==> src/rtl/ghash_keytab.sv <==
module ghash_keytab #(
  parameter int W = 128
) (
  input  logic         clk,
  input  logic         rst_n,
  input  logic         start,
  input  logic [W-1:0] key,
  output logic         busy,
  output logic         tbl_we,
  output logic [7:0]   tbl_addr,
  output logic [W-1:0] tbl_wdata,
  output logic         done
);
  localparam int HW = W / 2;
  localparam int CW = $clog2(W);
  localparam logic [W-1:0] RC = {8'hC2, {(W-9){1'b0}}, 1'b1};
  localparam logic [W-1:0] CONST_ENT = {{HW{1'b0}}, 8'hC2, {(HW-8){1'b0}}};
  localparam int LAST = 12;

  typedef enum logic [1:0] {S_IDLE, S_SQ, S_PAR, S_WR} state_t;
  state_t st;

  logic [W-1:0]  tw, p2, acc_a, acc_b, bsh;
  logic [CW-1:0] cnt;
  logic [W-1:0]  nxt_a, nxt_b, pw;
  logic [1:0]    form;

  function automatic logic [W-1:0] mstep(input logic [W-1:0] acc, input logic [W-1:0] a, input logic b);
    logic [W-1:0] t, u;
    t = b ? (acc ^ a) : acc;
    u = t[0] ? (t ^ RC) : t;
    return {t[0], u[W-1:1]};
  endfunction

  assign nxt_a = mstep(acc_a, tw, bsh[0]);
  assign nxt_b = mstep(acc_b, p2, bsh[0]);
  assign busy  = (st != S_IDLE);

  always_ff @(posedge clk or negedge rst_n) begin
    if (!rst_n) begin
      st <= S_IDLE;
      tw <= '0; p2 <= '0; acc_a <= '0; acc_b <= '0; bsh <= '0;
      cnt <= '0;
      done <= 1'b0;
    end else begin
      done <= 1'b0;
      case (st)
        S_IDLE: if (start) begin
          tw    <= {key[W-2:0], 1'b0} ^ (key[W-1] ? RC : '0);
          bsh   <= {key[W-2:0], 1'b0} ^ (key[W-1] ? RC : '0);
          acc_a <= '0;
          cnt   <= '0;
          st    <= S_SQ;
        end
        S_SQ: begin
          acc_a <= nxt_a;
          bsh   <= bsh >> 1;
          cnt   <= cnt + 1'b1;
          if (cnt == CW'(W - 1)) begin
            p2    <= nxt_a;
            bsh   <= nxt_a;
            acc_a <= '0;
            acc_b <= '0;
            st    <= S_PAR;
          end
        end
        S_PAR: begin
          acc_a <= nxt_a;
          acc_b <= nxt_b;
          bsh   <= bsh >> 1;
          cnt   <= cnt + 1'b1;
          if (cnt == CW'(W - 1)) st <= S_WR;
        end
        S_WR: begin
          cnt <= cnt + 1'b1;
          if (cnt == CW'(LAST)) begin
            st   <= S_IDLE;
            done <= 1'b1;
          end
        end
        default: st <= S_IDLE;
      endcase
    end
  end

  always_comb begin
    pw   = tw;
    form = 2'd0;
    case (cnt[3:0])
      4'd1, 4'd2, 4'd3:    pw = tw;
      4'd4, 4'd5, 4'd6:    pw = p2;
      4'd7, 4'd8, 4'd9:    pw = acc_a;
      4'd10, 4'd11, 4'd12: pw = acc_b;
      default:             pw = tw;
    endcase
    case (cnt[3:0])
      4'd1, 4'd4, 4'd7, 4'd10: form = 2'd0;
      4'd2, 4'd5, 4'd8, 4'd11: form = 2'd1;
      default:                 form = 2'd2;
    endcase
    if (cnt[3:0] == 4'd0)   tbl_wdata = CONST_ENT;
    else if (form == 2'd0)  tbl_wdata = {{HW{1'b0}}, pw[HW-1:0]};
    else if (form == 2'd1)  tbl_wdata = {pw[HW-1:0], pw[W-1:HW]};
    else                    tbl_wdata = {pw[W-1:HW], {HW{1'b0}}};
  end

  assign tbl_we   = (st == S_WR);
  assign tbl_addr = {cnt[3:0], 4'h0};

  a_r6_we_in_busy: assert property (@(posedge clk) disable iff (!rst_n) tbl_we |-> busy);
  a_r6_first_addr: assert property (@(posedge clk) disable iff (!rst_n) $rose(tbl_we) |-> tbl_addr == 8'h00);
  a_r6_addr_step: assert property (@(posedge clk) disable iff (!rst_n)
    (tbl_we && $past(tbl_we)) |-> tbl_addr == $past(tbl_addr) + 8'h10);
  a_r7_done_pulse: assert property (@(posedge clk) disable iff (!rst_n) done |=> !done);
  a_r7_done_after_last: assert property (@(posedge clk) disable iff (!rst_n)
    done |-> ($past(tbl_we) && $past(tbl_addr) == 8'hC0 && !busy));
  a_r8_key_held: assert property (@(posedge clk) disable iff (!rst_n)
    (busy && $past(busy)) |-> $stable(tw));
  a_r8_no_restart: assert property (@(posedge clk) disable iff (!rst_n)
    (busy && start && !(tbl_we && tbl_addr == 8'hC0)) |=> busy);
endmodule

==> config.mk <==
export PLATFORM = sky130hd
export DESIGN_NAME = ghash_keytab
export DESIGN_NICKNAME = d
export VERILOG_FILES = /design/src/rtl/ghash_keytab.sv
export SDC_FILE = /design/constraint.sdc
export NUM_CORES = 2
export LEC_CHECK = 0
export BUFFER_PORTS_ARGS = -buffer_cell sky130_fd_sc_hd__buf_4
export CAP_MARGIN = 10
export CORE_ASPECT_RATIO = 1.25
export CORE_MARGIN = 2
export CORE_UTILIZATION = 58
export CTS_BUF_LIST = sky130_fd_sc_hd__clkbuf_4 sky130_fd_sc_hd__clkbuf_8
export CTS_CLUSTER_SIZE = 10
export DETAILED_ROUTE_END_ITERATION = 8
export PLACE_DENSITY = 0.77
export SYNTH_ARGS = -nofsm -noshare
export SYNTH_HDL_FRONTEND = slang
export SYNTH_SLANG_ARGS = --single-unit
==> constraint.sdc <==
create_clock -name clk -period 3.6 [get_ports clk]
set_clock_uncertainty 0.15 [all_clocks]
set_input_delay 0.72 -clock clk [delete_from_list [all_inputs] [get_ports clk]]
set_output_delay 0.72 -clock clk [all_outputs]
set_load 0.03 [all_outputs]
Yosys cells after proc, flatten, opt, wreduce, memory -nomap -nowiden --
Memories as Yosys holds them, arrays and structs flattened. Cells that the tools add are included.
Storage, ports and cells: bits in registers 650, bits in read-only memories 32, bits of input ports 131, output and inout bits 139, logic and storage cells 75, memories 1
Memory list:
- (no name shown) | words 16, bits a word 2, rd ports 1, clocked after Yosys merged registers in 0, write ports 0, RTL line 96 | case (cnt[3:0])
Operators by class: $add $sub $neg 1, eq/ne operators 19, muxes and demuxes 26, bitwise logic cells 5, reduce and logical (&&, ||, !) cells 15
Operators by type and width (number):
- 128-bit two-way mux | 13
- 128-bit case mux with 3 select lines | 3
- 128-bit XOR | 3
- 128-bit case mux with 2 select lines | 1
- 4-bit == test, second input constant | 5
- 4-bit by 3-bit == test with 1-bit output, second input constant | 4
- 7-bit case mux with 2 select lines | 1
- 3-bit OR reduction | 4
- 2-bit two-way mux | 4
- 4-bit inverter | 2
- 2-bit case mux with 4 select lines | 1
- 2-bit AND reduction | 4
- 7-bit by 1-bit adder with 7-bit output, second input constant | 1
- 7-bit by 4-bit == test with 1-bit output, second input constant | 1
- 7-bit == test, second input constant | 1
- 7-bit two-way mux | 1
- 2-bit inequality test, second input constant | 3
- 2-bit by 1-bit == test with 1-bit output, second input constant | 2
- 2-bit == test, second input constant | 2
- 2-bit logical NOT | 2
- 4-bit logical NOT | 1
- 4-bit AND reduction | 1
- 2-bit nonzero test | 2
- 3-bit nonzero test | 1
- other kinds (2) | 3

Logic depth before layout (Yosys ltp) --
word-level depth 6, gate-level depth with buffers 11, gate-level depth less buffers 7

Worst setup path before layout --
OpenSTA, ideal clock, no wires.
path kind register -> output, from register cnt[0], to output tbl_wdata[34], arrival 2.709 ns, data required time 2.730 ns, path slack 0.021 ns, cell stages (with the launch flop) 11, path buffers 3, path through dfrtp_1 > inv_1 > ha_1 > clkbuf_1 > nor3_1 > o31a_1 > nor2_1 > clkbuf_1 > buf_2 > a21o_1 > a221oi_1
Between the ends: cells in the longest elaborated chain, start to end 6, elaborated cells on any way between the ends 20, those cells by class eq/ne: 10; mux: 4; reduce/logical: 5; memory: 1
RTL lines:
- start: declaration | RTL line 24 | logic [CW-1:0] cnt;
- start signal: assignment | RTL line 58 | cnt <= cnt + 1'b1;
- start signal: assignment | RTL line 71 | cnt <= cnt + 1'b1;
- start signal: assignment | RTL line 75 | cnt <= cnt + 1'b1;
- branches (longest 5 deep; another with memory 16 x 2 bit)
- 128-bit two-way mux (*) | RTL line 101 | if (cnt[3:0] == 4'd0) tbl_wdata = CONST_ENT;
- end: declaration | RTL line 11 | output logic [W-1:0] tbl_wdata,
Mark *: on every way between the ends.

Worst setup path after layout --
from register cnt[0], to output tbl_wdata[86]
Same word-level chain as after synthesis.

==> qor.yml <==
pre_cts_ws_ns: 0.00368
place_hpwl_um: 79600
path_buf_inv: 4
clk_pin_slew_worst_paths_ns: 0.07
worst-path-max-fanout: 12
die_h_um: 281
rows: 101
grt_pass1_vias: 33919
drive_above_1_share_pct: 21.0
slowest_stage: "a222oi_1"
drtAntennaViolNets: 0
crit_chain: "inv_2 -> ha_1 -> or3_4 -> and2_4 -> buf_12 -> buf_12 -> a222oi_1 -> a211oi_1 -> a211o_1 -> buf_6"
io_buffers: 265
dieWidth_um: 226
drv_cap: 0
cts-root-buf: "clkbuf_8"
cts_sinks: 650
worstSetupEndpointType: "output pin"
synth_area_um2: 35600
grt_max_degree: 138
cp.arrival_ns: 3.40
core_um2: 60800
syn_area_per_cell_um2: 8.83
synth_edf_count: 0
start_kind: "flop"
initial_core_util_pct: 58.6
design_area_um2: 43100
hold_viol_final: 0
max-clock-path-buffers: 3
firstDrtPassIters: 9
antenna_found_initial: 6
hold_path_end: "tw[113]"
synth.distinct_cells: 57
ys_seq_elements: 650
num_vias: 34659
drc: 15
r2r-start: "cnt[1]"
gp_congestion: 0.931
r2r_setup_slack_ns: 0.47
rr_worst_depth: 10
fmax_mhz: 234
holdPathStages: 2
vias_per_cell: 6.67
setup_viol: 128
fin_crit_ns: 4.27
synthToLayoutAreaGrowth_pct: 21.0
hold_path_class: "input port to flop"
clock_latency_ns: 0.75
finish.utilization_pct: 70.9
ys_warn_count: 0
regToRegEndpoint: "bsh[115]"
required_ns: 2.73
design.die.area_um2: 63400
critPathMaxStageDelay_ns: 0.46
synthArstFlopShare_pct: 100
wl_met2_um: 58200
fin_nets: 4420
slew_headroom_pct: 25.5
ios: 270
wirelength_um: 127000
slew_violations: 0
critPathTopFamily: "compound AO/OA/AOI/OAI gates"
routedWlPerCell_um: 24.4
synth_top_flop_cell: "dfrtp_1"
grt_overflow: 0
path_class: "flop to output pin"
cpMostUsedCell: "buf_12"
initialDrtViolationCount: 4784
grt_pass1_wl_um: 196000
routed-wl-met3_um: 13100
cts_tree: "yes"
status: "finished with violations"
period_share_pct: 119
fin_hold_ws_ns: 0.0649
h-tree-depth: 3
worstMarginPinSlew_ns: 1.12
yosysSeqAreaShare_pct: 45.7
place_area_um2: 39400
numCtsBuffers: 104
synth_cells: 4033
fin_ws_ns: -0.672
dr.max_layer_used: "met5"
worstHoldStart: "key[112]"
met1_length_um: 46700
grtUsageTotal_pct: 39.9
violations: "design-rule violations, negative setup slack"
rsz0062_at_grt: "yes"
[synthesized netlist by cell type (58+ instances only)]
cell,number,area [µm²]
and3_1,75,469
a222oi_1,127,1270
a2111oi_0,68,596
buf_2,69,345
clkbuf_1,259,972
nand3_1,134,671
a221oi_1,58,508
xor2_1,136,1190
nor2_1,185,694
xnor2_1,131,1150
nand2_1,989,3710
mux2_2,126,1420
o22ai_1,148,926
a21o_1,129,968
dfrtp_1,650,16300
o21ai_0,437,2190
[cells in the final DEF (no fill, tap or decap), types with 7 or more instances in the layout]
cell type,synthesis,routed
clkbuf_4,0,31
buf_12,0,67
nand3_1,134,131
nand2_1,989,986
a2111oi_0,68,68
a221oi_1,58,32
a221oi_2,0,24
a21oi_1,29,27
xnor2_1,131,131
and3_1,75,75
buf_6,10,80
xor2_1,136,136
o311a_1,14,12
a21o_1,129,127
a211o_1,51,51
clkinv_2,0,13
o211ai_1,11,11
a211oi_1,48,48
buf_4,9,361
a222oi_1,127,127
mux2_2,126,126
nor2_1,185,181
o21ai_1,19,14
inv_1,17,14
dfrtp_1,650,649
clkbuf_8,0,140
o22ai_1,148,147
o21ai_2,1,7
o21ai_0,437,433
[routing by layer]
metal / vias up / global-route usage [%]
li1: 14925 / -
met1: 16692 / 50.0
met2: 2445 / 62.4
met3: 593 / 7.97
met4: 4 / 27.0
met5: - / 0
[what timing repair did]
action	in CTS	in global routing
hold buffers	1	0
endpoints found under the setup margin	128	128
cloned	3	0
gates resized for setup	120	30
buffers inserted	52	14
pin swaps	88	71
endpoints found under the hold margin	33	0
[worst register-to-register path, cell delays in order, from the launching register on]
cell and delay [ns]:
dfrtp_1 0.43, buf_4 0.15, buf_4 0.14, ha_4 0.17, buf_6 0.13, and3_1 0.27, nand3_4 0.25, buf_12 0.23
nor2_1 0.10, a2111oi_0 0.80, o21ai_0 0.20
[state kept, by name, summed over array words and instances (netlist names)]
signal and flops:
acc_a 128, bsh 128, done 1, st 2, cnt 7, p2 128
tw 128, acc_b 128
[worst max path at each step]
stage          slack (ns)  cells after the start        endpoint    from
6_report            -0.67                     10   tbl_wdata[86]  cnt[0]
3_5_place_dp        0.004                     10  tbl_wdata[104]  cnt[0]
2_1_floorplan        0.02                     10   tbl_wdata[34]  cnt[0]
3_3_place_gp         0.03                     10  tbl_wdata[104]  cnt[0]
4_1_cts             -0.60                      9  tbl_wdata[123]  cnt[1]
5_1_grt             -0.74                     10   tbl_wdata[86]  cnt[1]
[kinds of logic (layout without fill, tap and decap cells)]
| kind of cell | Yosys count | after routing | share of synthesized area (%) |
|---|---|---|---|
| buffers and inverters | 395 | 726 | 4.71 |
| and+or+nand+nor | 1405 | 1405 | 16.0 |
| DFF | 650 | 650 | 45.7 |
| other | 1 | 8 | 0.0105 |
| muxes | 130 | 130 | 4.10 |
| adders and majority gates | 9 | 9 | 0.316 |
| xor gates and xnor gates | 267 | 267 | 6.57 |
| AOI/OAI and AO/OA | 1176 | 1176 | 22.6 |
[per-stage QoR]
step | setup TNS [ns] | cells
final | -66.82 | 5195
after global routing | -78.35 | 5193
after CTS | -63.39 | 5178
after detailed placement | 0 | 4929
after global placement | 0 | 4929
after floorplan | 0 | 4036
[cell type report]
class	instances	area, µm²
diodes	4	10.0
flip-flops and latches	650	16300
repair buffers	514	5060
clock inverters	23	239
inverters	19	71.3
multi-input cells	2991	18200
well taps	824	1030
fillers	4592	17700
clock buffers	170	2150
Power is not shown: default switching activity piles up to over one toggle a cycle in this logic, so the estimate is an artifact.
